`config.mk`:
```
export PLATFORM = sky130hd
export DESIGN_NAME = dual_delay_pulse_gen
export DESIGN_NICKNAME = d
export VERILOG_FILES = /design/src/rtl/pg_pkg.sv /design/src/rtl/pg_edge_detect.sv /design/src/rtl/pg_delay_chan.sv /design/src/rtl/pg_rs_latch.sv /design/src/rtl/dual_delay_pulse_gen.sv
export SDC_FILE = /design/constraint.sdc
export NUM_CORES = 1
export LEC_CHECK = 0
export BUFFER_PORTS_ARGS = -buffer_cell sky130_fd_sc_hd__clkbuf_2
export CAP_MARGIN = 5
export CORE_MARGIN = 5
export CORE_UTILIZATION = 50
export CTS_CLUSTER_SIZE = 20
export DETAILED_ROUTE_END_ITERATION = 6
export GPL_TIMING_DRIVEN = 0
export PLACE_DENSITY = 0.7
export SYNTH_ARGS = -nofsm -noshare
export SYNTH_HDL_FRONTEND = slang
export SYNTH_SLANG_ARGS = --single-unit
```
`constraint.sdc`:
```
create_clock -name clk_i -period 2 [get_ports clk_i]
set_input_delay 0.5 -clock clk_i [delete_from_list [all_inputs] [get_ports clk_i]]
set_output_delay 0.5 -clock clk_i [all_outputs]
set_load 0.03 [all_outputs]
```
`src/rtl/pg_pkg.sv`:
```
package pg_pkg;
  localparam int unsigned NUM_CH = 2;
  localparam int unsigned CH_SET = 0;
  localparam int unsigned CH_CLR = 1;
  localparam int unsigned FIRE_LAT = 2;
endpackage

```
`src/rtl/pg_edge_detect.sv`:
```
module pg_edge_detect (
  input  logic clk_i,
  input  logic rst_ni,
  input  logic sig_i,
  output logic rise_o
);
  logic sig_q;

  always_ff @(posedge clk_i or negedge rst_ni) begin
    if (!rst_ni) sig_q <= 1'b1;
    else         sig_q <= sig_i;
  end

  assign rise_o = sig_i & ~sig_q;

  assert_one_start_R2: assert property (@(posedge clk_i) disable iff (!rst_ni)
    rise_o |=> !rise_o);
endmodule

```
`src/rtl/pg_delay_chan.sv`:
```
module pg_delay_chan #(
  parameter int unsigned CODE_W = 8
) (
  input  logic              clk_i,
  input  logic              rst_ni,
  input  logic              start_i,
  input  logic [CODE_W-1:0] code_i,
  output logic              fire_o,
  output logic              busy_o
);
  logic [CODE_W-1:0] cnt_q;
  logic              busy_q;
  logic              fire_q;
  logic              hit;

  assign hit = busy_q && (cnt_q == '0);

  always_ff @(posedge clk_i or negedge rst_ni) begin
    if (!rst_ni) begin
      cnt_q  <= '0;
      busy_q <= 1'b0;
      fire_q <= 1'b0;
    end else begin
      fire_q <= hit && !start_i;
      if (start_i) begin
        cnt_q  <= code_i;
        busy_q <= 1'b1;
      end else if (hit) begin
        busy_q <= 1'b0;
      end else if (busy_q) begin
        cnt_q <= cnt_q - 1'b1;
      end
    end
  end

  assign fire_o = fire_q;
  assign busy_o = busy_q;

  assert_fire_single_R5: assert property (@(posedge clk_i) disable iff (!rst_ni)
    fire_q |=> !fire_q);
  assert_start_arms_R2: assert property (@(posedge clk_i) disable iff (!rst_ni)
    start_i |=> busy_q);
endmodule

```
`src/rtl/pg_rs_latch.sv`:
```
module pg_rs_latch (
  input  logic clk_i,
  input  logic rst_ni,
  input  logic set_i,
  input  logic clr_i,
  output logic q_o
);
  logic q_q;

  // clear wins when both arrive together
  always_ff @(posedge clk_i or negedge rst_ni) begin
    if (!rst_ni)    q_q <= 1'b0;
    else if (clr_i) q_q <= 1'b0;
    else if (set_i) q_q <= 1'b1;
  end

  assign q_o = q_q;
endmodule

```
`src/rtl/dual_delay_pulse_gen.sv`:
```
module dual_delay_pulse_gen #(
  parameter int unsigned CODE_W = 8
) (
  input  logic              clk_i,
  input  logic              rst_ni,
  input  logic              trig_i,
  input  logic              load_i,
  input  logic [CODE_W-1:0] set_code_i,
  input  logic [CODE_W-1:0] clr_code_i,
  output logic              pulse_o,
  output logic              err_o
);
  import pg_pkg::*;

  logic [CODE_W-1:0] stage_q [NUM_CH];
  logic [NUM_CH-1:0] fire;
  logic [NUM_CH-1:0] busy;
  logic              start;
  logic              err_q;

  pg_edge_detect i_edge (
    .clk_i  (clk_i),
    .rst_ni (rst_ni),
    .sig_i  (trig_i),
    .rise_o (start)
  );

  always_ff @(posedge clk_i or negedge rst_ni) begin
    if (!rst_ni) begin
      stage_q[CH_SET] <= '0;
      stage_q[CH_CLR] <= '0;
    end else if (load_i) begin
      stage_q[CH_SET] <= set_code_i;
      stage_q[CH_CLR] <= clr_code_i;
    end
  end

  always_ff @(posedge clk_i or negedge rst_ni) begin
    if (!rst_ni)    err_q <= 1'b0;
    else if (start) err_q <= (stage_q[CH_CLR] <= stage_q[CH_SET]);
  end

  for (genvar g = 0; g < NUM_CH; g++) begin : g_chan
    pg_delay_chan #(.CODE_W(CODE_W)) i_chan (
      .clk_i   (clk_i),
      .rst_ni  (rst_ni),
      .start_i (start),
      .code_i  (stage_q[g]),
      .fire_o  (fire[g]),
      .busy_o  (busy[g])
    );
  end

  pg_rs_latch i_latch (
    .clk_i  (clk_i),
    .rst_ni (rst_ni),
    .set_i  (fire[CH_SET] && !err_q),
    .clr_i  (fire[CH_CLR]),
    .q_o    (pulse_o)
  );

  assign err_o = err_q;

  assert_rise_from_set_R3: assert property (@(posedge clk_i) disable iff (!rst_ni)
    $rose(pulse_o) |-> $past(fire[CH_SET]));
  assert_fall_from_clr_R4: assert property (@(posedge clk_i) disable iff (!rst_ni)
    $fell(pulse_o) |-> $past(fire[CH_CLR]));
  assert_no_pulse_on_err_R6: assert property (@(posedge clk_i) disable iff (!rst_ni)
    err_o |-> !$rose(pulse_o));
  assert_chans_together_R2: assert property (@(posedge clk_i) disable iff (!rst_ni)
    $rose(busy[CH_SET]) |-> busy[CH_CLR]);
endmodule

```
==> out/metrics.csv, run 1 <==
metric,value,unit
Flop pwr share,0.476,
largest net degree at the start of global routing,40,
Antenna Nets Post-Route,0,
Cell Rows,23,
grt total ovfl,0,
Hold Path Sink,i_edge.sig_q,
number of enable flip-flop cells after synthesis,0,
Worst Path Buf+Inv,0,
Reg2Reg Depth,4,
RSZ-0062 raised after global routing,false,
Worst VDD drop,0.000591,V
Post-CTS Setup Inserts,0,
"Hold Vio Cnt, Final",0,
setup TNS,0,ns
maxcap violations,0,
Yosys warnings,0,
Placed Cells,266,
Max stage delay on crit path,0.56,ns
"Cell Count, Final, Fillers Out",274,
Max Fclk,0.542,GHz
nets,255,
cell leakage power,0.989,nW
combinational cell fraction of total power,0.321,
Internal,1.60,mW
Critical Path Slowest Stage Cell,or4_4,
"Core Util, Final",0.569,
Longest Clk Path Bufs,2,
worst hold stages,1,
top_reg_cell synth,dfrtp_1,
wire length per cell,14.8,um
Antenna diodes,0,
status,completed,
Pre-antenna DRT Iters,4,
cell family with most CP delay,simple AND/OR/NAND/NOR gates,
Max-slew headroom,0.367,
total wire length,4.05,mm
post-synthesis sequential area ratio,0.490,
Post-Syn Area,0.00199,mm2
initial antenna violation count,0,
number of global-route vias before repair,1548,
sw frac,0.362,
reg2reg end,g_chan[1].i_chan.cnt_q[1],
Die Ht,73.1,um
crit path cell chain,"or4_4, o31ai_4, mux2_2, o21ai_1",
CP startpoint kind,register,
DR DRC count,0,
CP endpoint kind,register,
clk sinks,39,
Fillers,342,
syn_area_per_cell,10.2,um2
"Data arrival, critical path",2.06,ns
Post-synth ARST share,1.00,
hold crit path type,input port to register,
Post-Synthesis Cells,196,
CTS root buf,clkbuf_8,
Switch Pwr,0.908,mW
Seq cells post-synth,39,
die footprint,0.00535,mm2
Hold Crit Start,trig_i,
DR iter-0 viols,83,
routed via count,1490,
syn_nets,228,
PD cells,1120,mW/mm2
Layout area overhead,12.6,%
register area,977,um2
Power Total,2.51,mW
Crit path required time,2.22,ns
core area,0.00394,mm2
most frequent cells in the layout,"dfrtp_1 (38), nand2_1 (25), clkbuf_2 (20)",
area of the multi-input gates,947,um2
Final period util,0.923,
Ports,22,
# setup viols final,0,
Clk pwr share,0.203,
Max Slew Vio Count,0,
"most common cell after layout, fill and taps aside",dfrtp_1,
clock skew,0.00417,ns
first-pass GRT wire length,7.04,mm
CP Depth,4,
Post-DP HPWL,3.10,mm
R2R Path Start,g_chan[1].i_chan.cnt_q[3],
clk_lat worst skew,0.29,ns
share of cells above drive strength 1,0.188,
clock transition at the registers of the reported paths,0.07,ns
GRT Resource Usage Total,0.175,
Reg2Reg Setup Slack,0.15,ns
CTS HTree Levels,2,
CTS tree,built,
CTS Buf Count,5,
routability cong.,0.834,
Starting Density,0.506,
post-DR vias/cell,5.44,
min cycle time layout,1.85,ns
worst slew pin tran,0.949,ns
Crit Path Category,register to register,
Port Buffer Count,20,
distinct cell type count after synthesis,42,
Die Wd,73.1,um
CP max FO,7,
state kept, by name (all words and copies together) (netlist names):
| signal | cells |
|---|---|
| i_latch.q_o | 1 |
| g_chan.i_chan.cnt_q | 16 |
| err_o | 1 |
| stage_q | 16 |
| g_chan.i_chan.fire_o | 2 |
| g_chan.i_chan.busy_o | 2 |
| i_edge.sig_q | 1 |
worst register-to-register path: stages, from the launching register on:
cell and delay, ns:
dfrtp_1 0.44, or4_4 0.56, o31ai_4 0.30, mux2_2 0.38, o21ai_1 0.11
synthesized netlist by cell type (2+ instances only):
| library cell | n | area share |
|---|---|---|
| mux2_2 | 9 | 0.051 |
| xor2_1 | 2 | 0.0088 |
| nor2b_1 | 4 | 0.013 |
| nand4_1 | 3 | 0.0094 |
| nor2_1 | 8 | 0.015 |
| a21oi_1 | 11 | 0.028 |
| a211oi_1 | 4 | 0.015 |
| dfrtp_1 | 38 | 0.48 |
| a31oi_1 | 2 | 0.0063 |
| nand2b_1 | 2 | 0.0063 |
| xnor2_1 | 6 | 0.026 |
| clkbuf_1 | 7 | 0.013 |
| or4_1 | 2 | 0.0075 |
| o21ai_0 | 17 | 0.043 |
| o21ai_1 | 3 | 0.0075 |
| nand2_1 | 25 | 0.047 |
| inv_1 | 13 | 0.024 |
| nand3_1 | 2 | 0.0050 |
| nor3_1 | 2 | 0.0050 |
| ha_1 | 12 | 0.075 |
| nor4_1 | 3 | 0.0094 |
per-stage QoR:
step                worst slack (ns)  area, um2  hold slack [ns]
floorplan                      0.248       1990            0.204
global placement               0.178       2160            0.408
detailed placement             0.150       2160            0.400
CTS                            0.138       2240            0.308
global route                  0.0694       2240            0.309
finish                         0.154       2240            0.314
cell type report:
type                    instances  area share
plain buffers                   7      0.0117
clock buffers                   7      0.0340
clock inverters                 1     0.00223
inverters                      13      0.0218
multi-input cells             137       0.422
flip-flops and latches         39       0.436
well taps                      50      0.0279
repair buffers                 20      0.0446
cells by family after synthesis:
| kind of cell | count (synthesis) | synth area share |
|---|---|---|
| AO/OA/AOI/OAI | 46 | 0.143 |
| XOR/XNOR | 8 | 0.0352 |
| adder cells (fa/ha/maj) | 12 | 0.0753 |
| buffers and inverters | 20 | 0.0377 |
| flip-flops | 39 | 0.490 |
| multiplexers | 10 | 0.0559 |
| AND/OR/NAND/NOR | 61 | 0.163 |
power by group through the flow:
stage	Clock (mW)	Combinational, mW	Sequential [mW]
floorplan	0	0.599	1.17
global placement	0	0.770	1.19
detailed placement	0	0.800	1.20
CTS	0.526	0.807	1.18
global route	0.562	0.922	1.23
finish	0.510	0.805	1.19
repair_timing:
action | CTS | global route
setup endpoints to repair | 0 | 1
gates resized for setup | 0 | 1
hold buffers | 0 | 0
per-layer routing:
metal / up-vias / global-route usage / share of wire
met4: 0 / 0.0717 / 0.019
met2: 38 / 0.281 / 0.49
met3: 8 / 0.0399 / 0.048
li1: 744 / - / -
met5: - / 0 / 0
met1: 700 / 0.227 / 0.44
worst max path at each step:
| stage | from | endpoint | slack (ns) |
|---|---|---|---|
| 2_1_floorplan | g_chan[1].i_chan.cnt_q[3] | g_chan[1].i_chan.cnt_q[1] | 0.25 |
| 3_3_place_gp | trig_i | g_chan[0].i_chan.cnt_q[7] | 0.18 |
| 3_5_place_dp | g_chan[1].i_chan.cnt_q[3] | g_chan[1].i_chan.cnt_q[1] | 0.15 |
| 4_1_cts | g_chan[1].i_chan.cnt_q[3] | g_chan[1].i_chan.cnt_q[1] | 0.14 |
| 5_1_grt | g_chan[1].i_chan.cnt_q[3] | g_chan[1].i_chan.cnt_q[1] | 0.07 |
| 6_report | g_chan[1].i_chan.cnt_q[3] | g_chan[1].i_chan.cnt_q[1] | 0.15 |
No activity file was read; power rests on OpenSTA's default activity.
==> inputs of run 2 (changes only) <==
- clock period: 2 -> 1.9 ns (I/O delays scaled with it)
==> run 2 against run 1 <==
  * Critical endpoint unchanged
  * Design area stayed put
  * Sequential share of layout area is the same
  * Critical path depth did not move
  * Routed wire length rose by 0.62%
  * Combinational power increased by 5.3%
  * Hold slack worse by 0.024 ns
  * Setup slack got worse by 0.057 ns
  * Non-clock buffer count unchanged
==> out/metrics.csv, run 2 (same netlist as run 1, synthesis figures left out) <==
metric,value,unit,change
clk_lat worst skew,0.29,ns,about the same
Reg2Reg Depth,4,,unchanged
Hold Crit Start,trig_i,,
Finished Cell Area,0.00224,mm2,unchanged
register area,977,um2,unchanged
Crit path required time,2.12,ns,-0.10 ns
CP startpoint kind,register,,
area of the multi-input gates,947,um2,unchanged
Critical Path Slowest Stage Cell,or4_4,,
setup TNS,0,ns,unchanged
initial antenna violation count,0,,unchanged
"Core Util, Final",0.569,,unchanged
Antenna diodes,0,,unchanged
most frequent cells in the layout,"dfrtp_1 (38), nand2_1 (25), clkbuf_2 (20)",,
post-DR vias/cell,5.41,,-0.47%
routability cong.,0.834,,unchanged
CTS Buf Count,5,,unchanged
die footprint,0.00535,mm2,unchanged
Max stage delay on crit path,0.56,ns,about the same
Die Ht,73.1,um,unchanged
GRT Resource Usage Total,0.175,,unchanged
# setup viols final,0,,unchanged
CTS tree,built,,
CP startpoint,g_chan[1].i_chan.cnt_q[3],,
biggest registers after layout,"g_chan.i_chan.cnt_q (16), stage_q (16)",,
reg2reg end,g_chan[1].i_chan.cnt_q[1],,
Final period util,0.949,,+0.0258
clock transition at the registers of the reported paths,0.08,ns,about the same
Max Slew Vio Count,0,,unchanged
"Cell Count, Final, Fillers Out",274,,unchanged
routed via count,1483,,-0.47%
R2R Path Start,g_chan[1].i_chan.cnt_q[3],,
final hold slack,0.290,ns,-0.0241 ns
crit path to,g_chan[1].i_chan.cnt_q[1],,
Max-slew headroom,0.369,,+0.00150
crit path cell chain,"or4_4, o31ai_4, mux2_2, o21ai_1",,
Worst VDD drop,0.000622,V,+5.2%
cell family with most CP delay,simple AND/OR/NAND/NOR gates,,
Longest Clk Path Bufs,2,,unchanged
CP Depth,4,,unchanged
Antenna Nets Post-Route,0,,unchanged
Post-DP HPWL,3.10,mm,unchanged
DR DRC count,0,,unchanged
core area,0.00394,mm2,unchanged
Final WS setup,0.0973,ns,-0.0568 ns
min cycle time layout,1.80,ns,-0.0432 ns
Starting Density,0.506,,unchanged
Reg2Reg Setup Slack,0.1,ns,-0.06 ns
share of cells above drive strength 1,0.188,,unchanged
number of global-route vias before repair,1548,,unchanged
clock skew,0.00418,ns,+0.0000108 ns
Port Buffer Count,20,,unchanged
hold crit path type,input port to register,,
Cell Rows,23,,unchanged
wire length per cell,14.9,um,+0.62%
worst slew pin tran,0.947,ns,-0.00226 ns
Power Total,2.64,mW,+5.3%
Ports,22,,unchanged
CP max FO,7,,unchanged
"Hold Vio Cnt, Final",0,,unchanged
"Data arrival, critical path",2.02,ns,-0.04 ns
placed cell area,0.00216,mm2,unchanged
Die Wd,73.1,um,unchanged
Placed Cells,266,,unchanged
largest net degree at the start of global routing,40,,unchanged
Fillers,342,,unchanged
CP endpoint kind,register,,
Post-CTS Hold Buffers,0,,unchanged
Worst Path Buf+Inv,0,,unchanged
pre-CTS setup slack,0.0501,ns,-0.100 ns
Crit Path Category,register to register,,
Max Fclk,0.555,GHz,+2.4%
RSZ-0062 raised after global routing,false,,
clk sinks,39,,unchanged
"most common cell after layout, fill and taps aside",dfrtp_1,,
Pre-antenna DRT Iters,4,,unchanged
status,completed,,
nets,255,,unchanged
total wire length,4.08,mm,+0.62%
grt total ovfl,0,,unchanged
DR iter-0 viols,100,,+20%
CTS HTree Levels,2,,unchanged
Layout area overhead,12.6,%,unchanged
CTS root buf,clkbuf_8,,
first-pass GRT wire length,7.04,mm,unchanged
PD cells,1180,mW/mm2,+5.3%
cell leakage power,0.989,nW,about the same
maxcap violations,0,,unchanged
run 2: area by class of cell:
cell class              count  share of cell area
flip-flops and latches     39               0.436
multi-input cells         137               0.422
repair buffers             20              0.0446
clock buffers               7              0.0340
well taps                  50              0.0279
inverters                  13              0.0218
plain buffers               7              0.0117
clock inverters             1             0.00223
run 2: report_power, final:
part	internal, mW	switching, mW	leakage (nW)
Sequential	1.03	0.224	0.462
Combinational	0.393	0.454	0.485
Clock	0.258	0.277	0.0422
run 2: worst min-delay path by stage:
| stage | cells past startpoint | end | slack [ns] |
|---|---|---|---|
| 2_1_floorplan | 0 | err_o | 0.18 |
| 3_3_place_gp | 1 | i_latch.q_o | 0.41 |
| 3_5_place_dp | 1 | i_latch.q_o | 0.40 |
| 4_1_cts | 1 | i_edge.sig_q | 0.28 |
| 5_1_grt | 1 | i_edge.sig_q | 0.28 |
| 6_report | 1 | i_edge.sig_q | 0.29 |
run 2: metal layers:
metal | global-route usage | share of wire
met1 | 0.227 | 0.45
met2 | 0.281 | 0.49
met3 | 0.0399 | 0.043
met4 | 0.0717 | 0.016
met5 | 0 | 0
run 2: repair_timing:
item | in CTS | in global routing
buffers inserted | 0 | 0
endpoints found under the setup margin | 0 | 5
resized for setup | 0 | 1
==> inputs of run 3 (changes only) <==
- clock period: 1.9 -> 2.1 ns (I/O delays scaled with it)
==> run 3 against run 2 <==
  * Sequential cell count unchanged
  * Register-to-register slack better by 0.16 ns
  * Sequential share of layout area up 0.12 points
  * Sequential power down 10%
  * Global-route usage unchanged
  * Setup slack better by 0.16 ns
  * Clock power down 9.3%
  * Clock-buffer cell count unchanged
  * Critical path depth unchanged
  * Non-clock buffer count unchanged
  * Largest cell class unchanged
  * Highest routed layer unchanged
==> out/metrics.csv, run 3 (same netlist as run 1, synthesis figures left out) <==
metric,value,unit,change
GRT Resource Usage Total,0.175,,unchanged
Port Buffer Count,20,,unchanged
cell leakage power,0.988,nW,about the same
CP endpoint kind,register,,
DR iter-0 viols,119,,+19%
CP startpoint,g_chan[1].i_chan.cnt_q[3],,
CTS Buf Count,5,,unchanged
Post-DP HPWL,3.10,mm,unchanged
post-DR vias/cell,5.47,,+1.0%
Cell Rows,23,,unchanged
Max Fclk,0.542,GHz,-2.3%
nets,255,,unchanged
# setup viols final,0,,unchanged
initial antenna violation count,0,,unchanged
most frequent cells in the layout,"dfrtp_1 (38), nand2_1 (25), clkbuf_2 (20)",,
first-pass GRT wire length,7.04,mm,unchanged
largest net degree at the start of global routing,40,,unchanged
PD cells,1060,mW/mm2,-9.7%
min cycle time layout,1.85,ns,+0.0433 ns
core area,0.00394,mm2,unchanged
Ports,22,,unchanged
setup TNS,0,ns,unchanged
CTS tree,built,,
CTS HTree Levels,2,,unchanged
number of global-route vias before repair,1548,,unchanged
CP startpoint kind,register,,
Crit path required time,2.32,ns,+0.20 ns
"most common cell after layout, fill and taps aside",dfrtp_1,,
R2R Path Start,g_chan[1].i_chan.cnt_q[3],,
clk_lat worst skew,0.29,ns,about the same
placed cell area,0.00216,mm2,unchanged
RSZ-0062 raised after global routing,false,,
routability cong.,0.834,,unchanged
Starting Density,0.506,,unchanged
Longest Clk Path Bufs,2,,unchanged
total wire length,4.05,mm,-0.78%
Die Wd,73.1,um,unchanged
Finished Cell Area,0.00224,mm2,-0.28%
Layout area overhead,12.2,%,
share of cells above drive strength 1,0.183,,-0.00446
die footprint,0.00535,mm2,unchanged
maxcap violations,0,,unchanged
Post-CTS Setup Inserts,0,,unchanged
wire length per cell,14.8,um,-0.78%
status,completed,,
grt total ovfl,0,,unchanged
routed via count,1498,,+1.0%
post-cts sizing count,0,,unchanged
Worst VDD drop,0.000563,V,-9.5%
Pre-antenna DRT Iters,4,,unchanged
hold crit path type,input port to register,,
clk sinks,39,,unchanged
Max-slew headroom,0.370,,+0.00125
Max Slew Vio Count,0,,unchanged
Hold Crit Start,trig_i,,
CTS root buf,clkbuf_8,,
"Cell Count, Final, Fillers Out",274,,unchanged
Die Ht,73.1,um,unchanged
clock skew,0.00424,ns,+0.0000588 ns
Placed Cells,266,,unchanged
DR DRC count,0,,unchanged
Final period util,0.879,,-0.0697
"Hold Vio Cnt, Final",0,,unchanged
biggest registers after layout,"g_chan.i_chan.cnt_q (16), stage_q (16)",,
CP max FO,7,,unchanged
Antenna diodes,0,,unchanged
clock transition at the registers of the reported paths,0.07,ns,about the same
Antenna Nets Post-Route,0,,unchanged
Crit Path Category,register to register,,
"Data arrival, critical path",2.06,ns,+0.04 ns
worst slew pin tran,0.945,ns,-0.00187 ns
Post-CTS Hold Buffers,0,,unchanged
-- run 3: area by class of cell --
cell class,instances,area (um2)
fill,344,1710
timing repair buffer,20,100
multi-input combinational,137,941
buffer,7,26.3
clock inverter,1,5.00
tap,50,62.6
sequential,39,977
inverter,13,48.8
clock buffer,7,76.3
-- run 3: worst paths after layout --
check	to	cells past startpoint	slack (ns)
worst min-delay path	i_edge.sig_q	1	0.34
min in group asynchronous	stage_q[10]	1	0.37
worst min register to register	i_latch.q_o	1	0.41
worst max-delay path	g_chan[1].i_chan.cnt_q[1]	4	0.25
max in group asynchronous	stage_q[6]	1	1.14
worst max register to register	g_chan[1].i_chan.cnt_q[1]	4	0.25
-- run 3: per-layer routing --
| layer | up-vias | share of wire | GRT usage |
|---|---|---|---|
| met5 | - | 0 | 0 |
| met4 | 0 | 0.019 | 0.0717 |
| met3 | 8 | 0.048 | 0.0399 |
| met2 | 38 | 0.49 | 0.281 |
| met1 | 708 | 0.44 | 0.227 |
| li1 | 744 | - | - |
-- run 3: critical path, cell delays in order, from the launching register on --
cell and delay (ns):
dfrtp_1 0.44, or4_4 0.56, o31ai_4 0.30, mux2_2 0.38, o21ai_1 0.11
-- run 3: where the power goes --
group          switching, mW  internal [mW]
logic                  0.410          0.352
registers              0.195          0.935
clock network          0.252          0.233
-- run 3: per-stage QoR --
step / worst slack, ns / hold WS [ns] / total power [mW] / utilization
6_report: 0.254 / 0.339 / 2.38 / 0.567
5_1_grt: 0.0954 / 0.334 / 2.57 / 0.567
4_1_cts: 0.238 / 0.333 / 2.40 / 0.567
3_5_place_dp: 0.250 / 0.400 / 1.90 / 0.547
3_3_place_gp: 0.253 / 0.408 / 1.87 / 0.547
2_1_floorplan: 0.348 / 0.229 / 1.69 / -
